--- src/rtl/pco_pkg.sv ---
package pco_pkg;
  localparam int NSRC     = 5;
  localparam int SRC_PLLA = 2;
  localparam int A_ENA    = 0;
  localparam int A_DIS    = 1;
  localparam int A_ACT    = 2;
  localparam int A_RDY    = 3;
  localparam int A_CFG0   = 4;
  localparam int PRE_MAX  = 6;
  localparam int CNT_W    = PRE_MAX;

  function automatic logic [2:0] pre_clamp(input logic [2:0] p);
    return (p > 3'(PRE_MAX)) ? 3'(PRE_MAX) : p;
  endfunction

  function automatic logic [CNT_W-1:0] half_count(input logic [2:0] n);
    if (n == 3'd0) return CNT_W'(1);
    return CNT_W'(1) << (n - 3'd1);
  endfunction
endpackage

--- src/rtl/pco_src_sync.sv ---
module pco_src_sync
  import pco_pkg::*;
#(
  parameter int N         = NSRC,
  parameter bit PLLA_HALF = 1'b0
)(
  input  logic         clk,
  input  logic         rst_n,
  input  logic [N-1:0] src_raw,
  output logic [N-1:0] src_s
);
  logic [N-1:0] st1, st2;

  for (genvar g = 0; g < N; g++) begin : g_sync
    always_ff @(posedge clk or negedge rst_n) begin
      if (!rst_n) begin
        st1[g] <= 1'b0;
        st2[g] <= 1'b0;
      end else begin
        st1[g] <= src_raw[g];
        st2[g] <= st1[g];
      end
    end
  end

  if (PLLA_HALF) begin : g_half
    logic pl_d, pl_half;
    always_ff @(posedge clk or negedge rst_n) begin
      if (!rst_n) begin
        pl_d    <= 1'b0;
        pl_half <= 1'b0;
      end else begin
        pl_d <= st2[SRC_PLLA];
        if (st2[SRC_PLLA] && !pl_d) pl_half <= ~pl_half;
      end
    end
    always_comb begin
      src_s = st2;
      src_s[SRC_PLLA] = pl_half;
    end
  end else begin : g_full
    assign src_s = st2;
  end
endmodule

--- src/rtl/pco_regs.sv ---
module pco_regs
  import pco_pkg::*;
#(
  parameter int NCH = 2,
  parameter int DW  = 8,
  parameter int AW  = 3
)(
  input  logic                clk,
  input  logic                rst_n,
  input  logic                we,
  input  logic [AW-1:0]       addr,
  input  logic [DW-1:0]       wdata,
  input  logic [NCH-1:0]      ready,
  output logic [NCH-1:0]      en,
  output logic [NCH-1:0][2:0] sel,
  output logic [NCH-1:0][2:0] pre,
  output logic [NCH-1:0]      cfg_wr,
  output logic [DW-1:0]       rdata
);
  logic wr_ena, wr_dis;
  assign wr_ena = we && (addr == AW'(A_ENA));
  assign wr_dis = we && (addr == AW'(A_DIS));

  for (genvar i = 0; i < NCH; i++) begin : g_cfg
    assign cfg_wr[i] = we && (addr == AW'(A_CFG0 + i));
    always_ff @(posedge clk or negedge rst_n) begin
      if (!rst_n) begin
        sel[i] <= 3'd0;
        pre[i] <= 3'd0;
      end else if (cfg_wr[i]) begin
        sel[i] <= wdata[2:0];
        pre[i] <= wdata[6:4];
      end
    end
  end

  always_ff @(posedge clk or negedge rst_n) begin
    if (!rst_n)      en <= '0;
    else if (wr_ena) en <= en | wdata[NCH-1:0];
    else if (wr_dis) en <= en & ~wdata[NCH-1:0];
  end

  always_comb begin
    rdata = '0;
    if (addr == AW'(A_ACT)) rdata[NCH-1:0] = en;
    if (addr == AW'(A_RDY)) rdata[NCH-1:0] = ready;
    for (int i = 0; i < NCH; i++) begin
      if (addr == AW'(A_CFG0 + i)) rdata[6:0] = {pre[i], 1'b0, sel[i]};
    end
  end


  ena_set_chk: assert property (@(posedge clk) disable iff (!rst_n)
    wr_ena |=> ((en & $past(wdata[NCH-1:0])) == $past(wdata[NCH-1:0])));

  dis_clr_chk: assert property (@(posedge clk) disable iff (!rst_n)
    wr_dis |=> ((en & $past(wdata[NCH-1:0])) == '0));

  en_hold_chk: assert property (@(posedge clk) disable iff (!rst_n)
    (!wr_ena && !wr_dis) |=> $stable(en));
endmodule

--- src/rtl/pco_chan.sv ---
module pco_chan
  import pco_pkg::*;
#(
  parameter int N = NSRC
)(
  input  logic         clk,
  input  logic         rst_n,
  input  logic [N-1:0] src_s,
  input  logic         en,
  input  logic         cfg_wr,
  input  logic [2:0]   sel,
  input  logic [2:0]   pre,
  output logic         clk_out,
  output logic         ready
);
  logic             src_sel, sel_d;
  logic             src_rise, div_last, div_tick;
  logic             phase, pending;
  logic [2:0]       act_n;
  logic [CNT_W-1:0] cnt, half;

  assign src_sel  = (int'(sel) < N) ? src_s[sel] : 1'b0;
  assign src_rise = src_sel && !sel_d;
  assign half     = half_count(act_n);
  assign div_last = (act_n == 3'd0) || (cnt == half - CNT_W'(1));
  assign div_tick = en && src_rise && div_last;

  always_ff @(posedge clk or negedge rst_n) begin
    if (!rst_n) sel_d <= 1'b0;
    else        sel_d <= src_sel;
  end

  always_ff @(posedge clk or negedge rst_n) begin
    if (!rst_n) begin
      cnt     <= '0;
      phase   <= 1'b0;
      clk_out <= 1'b0;
      ready   <= 1'b0;
      pending <= 1'b0;
      act_n   <= 3'd0;
    end else if (!en) begin
      cnt     <= '0;
      phase   <= 1'b0;
      clk_out <= 1'b0;
      ready   <= 1'b0;
      pending <= 1'b0;
      act_n   <= pre_clamp(pre);
    end else begin
      if (src_rise) begin
        if (div_last) begin
          cnt   <= '0;
          phase <= ~phase;
        end else begin
          cnt <= cnt + CNT_W'(1);
        end
      end
      clk_out <= (act_n == 3'd0) ? src_sel : phase;
      if (cfg_wr) begin
        pending <= 1'b1;
        ready   <= 1'b0;
      end else if (pending) begin
        if (div_tick) begin
          act_n   <= pre_clamp(pre);
          cnt     <= '0;
          pending <= 1'b0;
          ready   <= 1'b1;
        end
      end else if (src_rise) begin
        ready <= 1'b1;
      end
    end
  end


  off_low_chk: assert property (@(posedge clk) disable iff (!rst_n)
    !en |=> (!clk_out && !ready));

  cfg_drop_chk: assert property (@(posedge clk) disable iff (!rst_n)
    (en && cfg_wr) |=> !ready);

  cnt_bound_chk: assert property (@(posedge clk) disable iff (!rst_n)
    cnt < half);

  rdy_rise_chk: assert property (@(posedge clk) disable iff (!rst_n)
    $rose(ready) |-> $past(src_rise));
endmodule

--- src/rtl/pclk_out_ctrl.sv ---
module pclk_out_ctrl
  import pco_pkg::*;
#(
  parameter int NCH       = 2,
  parameter int DW        = 8,
  parameter int AW        = 3,
  parameter bit PLLA_HALF = 1'b0
)(
  input  logic           clk,
  input  logic           rst_n,
  input  logic           bus_we,
  input  logic [AW-1:0]  bus_addr,
  input  logic [DW-1:0]  bus_wdata,
  output logic [DW-1:0]  bus_rdata,
  input  logic           src_slow,
  input  logic           src_mclk,
  input  logic           src_plla,
  input  logic           src_utmi,
  input  logic           src_main,
  output logic [NCH-1:0] pck_out
);
  logic [NSRC-1:0]      src_raw, src_s;
  logic [NCH-1:0]       en, cfg_wr, ready;
  logic [NCH-1:0][2:0]  sel, pre;

  assign src_raw = {src_main, src_utmi, src_plla, src_mclk, src_slow};

  pco_src_sync #(.N(NSRC), .PLLA_HALF(PLLA_HALF)) u_sync (
    .clk(clk), .rst_n(rst_n), .src_raw(src_raw), .src_s(src_s)
  );

  pco_regs #(.NCH(NCH), .DW(DW), .AW(AW)) u_regs (
    .clk(clk), .rst_n(rst_n), .we(bus_we), .addr(bus_addr), .wdata(bus_wdata),
    .ready(ready), .en(en), .sel(sel), .pre(pre), .cfg_wr(cfg_wr),
    .rdata(bus_rdata)
  );

  for (genvar i = 0; i < NCH; i++) begin : g_ch
    pco_chan #(.N(NSRC)) u_ch (
      .clk(clk), .rst_n(rst_n), .src_s(src_s), .en(en[i]),
      .cfg_wr(cfg_wr[i]), .sel(sel[i]), .pre(pre[i]),
      .clk_out(pck_out[i]), .ready(ready[i])
    );
  end
endmodule

--- config.mk ---
export PLATFORM = sky130hd
export DESIGN_NAME = pclk_out_ctrl
export DESIGN_NICKNAME = d
export VERILOG_FILES = /design/src/rtl/pco_pkg.sv /design/src/rtl/pco_src_sync.sv /design/src/rtl/pco_regs.sv /design/src/rtl/pco_chan.sv /design/src/rtl/pclk_out_ctrl.sv
export SDC_FILE = /design/constraint.sdc
export NUM_CORES = 1
export LEC_CHECK = 0
export BUFFER_PORTS_ARGS = -buffer_cell sky130_fd_sc_hd__buf_4
export CELL_PAD_IN_SITES_DETAIL_PLACEMENT = 1
export CELL_PAD_IN_SITES_GLOBAL_PLACEMENT = 2
export CORE_MARGIN = 5
export CORE_UTILIZATION = 40
export CTS_CLUSTER_DIAMETER = 50
export CTS_CLUSTER_SIZE = 40
export DETAILED_ROUTE_END_ITERATION = 10
export GPL_TIMING_DRIVEN = 0
export PLACE_DENSITY_LB_ADDON = 0.1
export RECOVER_POWER = 50
export SLEW_MARGIN = 5
export SYNTH_ARGS = -nofsm -noshare
export SYNTH_HDL_FRONTEND = slang
export SYNTH_SLANG_ARGS = --single-unit
export TNS_END_PERCENT = 20
--- constraint.sdc ---
create_clock -name clk -period 9.05 [get_ports clk]
set_clock_uncertainty 0.15 [all_clocks]
set_input_delay 1.81 -clock clk [delete_from_list [all_inputs] [get_ports clk]]
set_output_delay 1.81 -clock clk [all_outputs]
set_load 0.1 [all_outputs]
==> metrics.md <==
| Metric | Value |
|---|---|
| Syn-to-layout area delta | `14.2%` |
| Final HPWL DP | `4720 um` |
| DRT Wirelength | `6490 um` |
| Run status | `finished with violations` |
| CP peak stage delay | `0.54 ns` |
| Die Height | `93.6 um` |
| Synth warn | `0` |
| Final Non-Filler Cells | `418` |
| Synthesized-area fraction occupied by and/or/nand/nor cells | `19.1%` |
| Internal power | `0.455 mW` |
| Clk buf depth | `2` |
| # hold bufs at CTS | `0` |
| Top FF cell, synth | `dfrtp_1` |
| Register area share after synthesis | `46.5%` |
| Vias post-DR | `2196` |
| Row cnt | `30` |
| P per Cell Area | `243 nW/um2` |
| Iteration-0 DRC Markers | `57` |
| Die Area | `8760 um2` |
| Crit path time final | `5.09 ns` |
| Largest family of logic cells by synthesized area | `simple AND/OR/NAND/NOR gates` |
| Share of layout cells above drive strength 1 | `18.3%` |
| Multiplexer area fraction after synthesis | `9.04%` |
| Post-synth EDFFs | `0` |
| Worst Max-Slew Pin Slew | `2.82 ns` |
| Area of the mapped netlist | `2800 um2` |
| Clock tree from TritonCTS | `yes` |
| Initial antenna violation count | `0` |
| CP Capture Type | `primary output` |
| Highest-count cells in the layout ignoring fill and taps | `52 x dfrtp_1, 41 x nand2_1, 22 x buf_4, 20 x nor2_1, 15 x nand3_1` |
| Final hold violations | `0` |
| WL per Instance | `15.5 um` |
| Core area | `6790 um2` |
| Antenna cell count | `0` |
| Worst EP arrival | `3.13 ns` |
| CTS resizes | `0` |
| Relative slew slack | `-88.2%` |
| Nets | `344` |
| I/O Buffers | `24` |
| CTS Root Cell | `clkbuf_8` |
| TritonCTS Buffers | `5` |
| CP required | `7.09 ns` |
| Cell count after synthesis | `289` |
| Library cells used by synthesis | `56` |
| Post-synthesis adder-cell area fraction | `1.79%` |
| Layout filler cell count | `805` |
| Setup TNS | `0 ns` |
| Commonest non-fill, non-tap cell in the layout | `dfrtp_1` |
| Drt pass-1 iters | `4` |
| Worst-path fanout max | `10` |
| ANT nets after route | `0` |
| Post-Synth XOR/XNOR Area | `2.51%` |
| Seq pwr share | `40.7%` |
| Share of synthesized flip-flops with an asynchronous set or reset | `100%` |
| Synth Area in Compound Gates | `16.0%` |
| Kind of critical path | `in2out` |
| Switching pwr | `0.320 mW` |
| Max Cap Viol | `1` |
| H-Tree Depth | `2` |
| Initial Utilization | `41.2%` |
| Num ports | `29` |
| Final cycle utilization of the critical path | `56.2%` |
| Final setup vio count | `0` |
| Final Slew Violations | `53` |
| Yosys reg bits | `52` |
| Largest net degree at the start of global routing | `53` |
| Total track usage | `16.3%` |
| Critical-path top delay cell | `buf_1` |
| Number of global-route vias before repair | `2300` |
| Worst VDD drop | `101 uV` |
| Crit-path cells | `buf_4 > buf_1 > mux2i_1 > o22ai_1 > buf_4` |
| Global route overflow | `0` |
| RSZ-0062 raised after global routing | `false` |
| Placed Cells | `410` |
| DRC viols | `0` |
| Min Hold Slack | `0.208 ns` |
| Hold crit path type | `reg2reg` |
| Clock sink count | `52` |
| # Post-CTS Setup Buffers | `0` |
| Leak pwr | `1.42 nW` |
| Comb power frac | `40.0%` |
| GPL Wtd Cong | `0.759` |
| Clock slew at reported path FFs | `0.11 ns` |
| Failing checks | `max-capacitance violations, max-slew violations` |
| Worst-Skew Late Latency | `0.33 ns` |
| Via density | `5.25` |
| First-pass GRT wire length | `11400 um` |
| Crit start category | `input pin` |
| Clk pwr share | `19.3%` |
| Synthesized area per cell | `9.68 um2` |
| Die W | `93.6 um` |
| Most frequent CP cell | `buf_4` |
| Net Sw Frac | `41.3%` |
| Max Fclk | `197 MHz` |
## area by class of cell
cell class | count | area [um2] | share of cell area [%]
buffer | 16 | 83.8 | 2.62
clock buffer | 5 | 68.8 | 2.15
clock inverter | 3 | 28.8 | 0.901
inverter | 14 | 52.6 | 1.65
multi-input combinational | 208 | 1360 | 42.7
sequential | 52 | 1300 | 40.7
tap | 96 | 120 | 3.76
timing repair buffer | 24 | 176 | 5.52
## kinds of logic after synthesis
group	count (synthesis)
buf+inv	30
flops	52
mux	22
fa+ha+maj	4
xor+xnor	8
compound gates	63
simple gates	109
other cells	1
## per-layer routing
metal | routed length (um) | global-route usage (%)
met1 | 3470 | 23.9
met2 | 2740 | 24.4
met4 | 70 | 4.09
met5 | 0 | 0
met3 | 214 | 3.62
## metrics by stage
step | setup WS [ns] | util [%] | total power [mW] | cell area [um2]
detailed placement | 3.97 | 45.6 | 0.634 | 3100
finish | 3.96 | 47.0 | 0.775 | 3190
floorplan | 3.25 | - | 0.554 | 2800
global route | 3.81 | 47.0 | 0.833 | 3190
CTS | 3.96 | 47.1 | 0.785 | 3200
global placement | 3.93 | 45.6 | 0.625 | 3100
## state kept, by name, summed over array words and instances (netlist names), named ones only
name	count
g_ch.u_ch.act_n	6
g_ch.u_ch.clk_out	2
g_ch.u_ch.cnt	12
g_ch.u_ch.pending	2
g_ch.u_ch.phase	2
g_ch.u_ch.ready	2
g_ch.u_ch.sel_d	2
u_regs.pre	6
u_regs.sel	6
u_sync.src_s	5
u_sync.st1	5
## Yosys cell counts (4+ instances only)
library cell / n / share of area (%)
nand3_1: 15 / 2.7
nor2_1: 20 / 2.7
nand2_1: 41 / 5.5
xnor2_1: 7 / 2.2
nand2b_1: 4 / 0.89
o21ai_0: 11 / 2.0
and3_1: 5 / 1.1
clkbuf_1: 9 / 1.2
mux2_2: 6 / 2.4
a31o_2: 4 / 1.3
a22o_1: 4 / 1.3
mux2i_1: 14 / 5.0
dfrtp_1: 52 / 47
buf_4: 4 / 1.1
a31oi_1: 5 / 1.1
inv_1: 13 / 1.7
nor3b_1: 4 / 1.1
ha_1: 4 / 1.8
a21oi_1: 7 / 1.3
o22ai_1: 8 / 1.8
## power groups by stage
| stage | combinational (mW) | sequential (mW) | clock, mW |
|---|---|---|---|
| 2_1_floorplan | 0.246 | 0.307 | 0 |
| 3_3_place_gp | 0.306 | 0.319 | 0 |
| 3_5_place_dp | 0.313 | 0.320 | 0 |
| 4_1_cts | 0.315 | 0.316 | 0.154 |
| 5_1_grt | 0.346 | 0.323 | 0.164 |
| 6_report | 0.310 | 0.315 | 0.150 |
## worst paths after layout
kind,startpoint,to,slack [ns],cells past startpoint
max,bus_addr[0],bus_rdata[1],3.96,5
min reg2reg,u_sync.st1[3],u_sync.src_s[3],0.21,0
min,u_sync.st1[3],u_sync.src_s[3],0.21,0
max reg2reg,g_ch[1].u_ch.act_n[2],g_ch[1].u_ch.phase,5.71,10
max in group asynchronous,rst_n,g_ch[0].u_ch.cnt[4],4.93,1
min in group asynchronous,rst_n,g_ch[0].u_ch.phase,2.24,1
## worst max-delay path: cells and delay by family
kind,cells,cell delay (ns)
AO/OA/AOI/OAI,1,0.17
buffers and inverters,3,0.95
multiplexers,1,0.18
(Power assumes the default switching activity.)
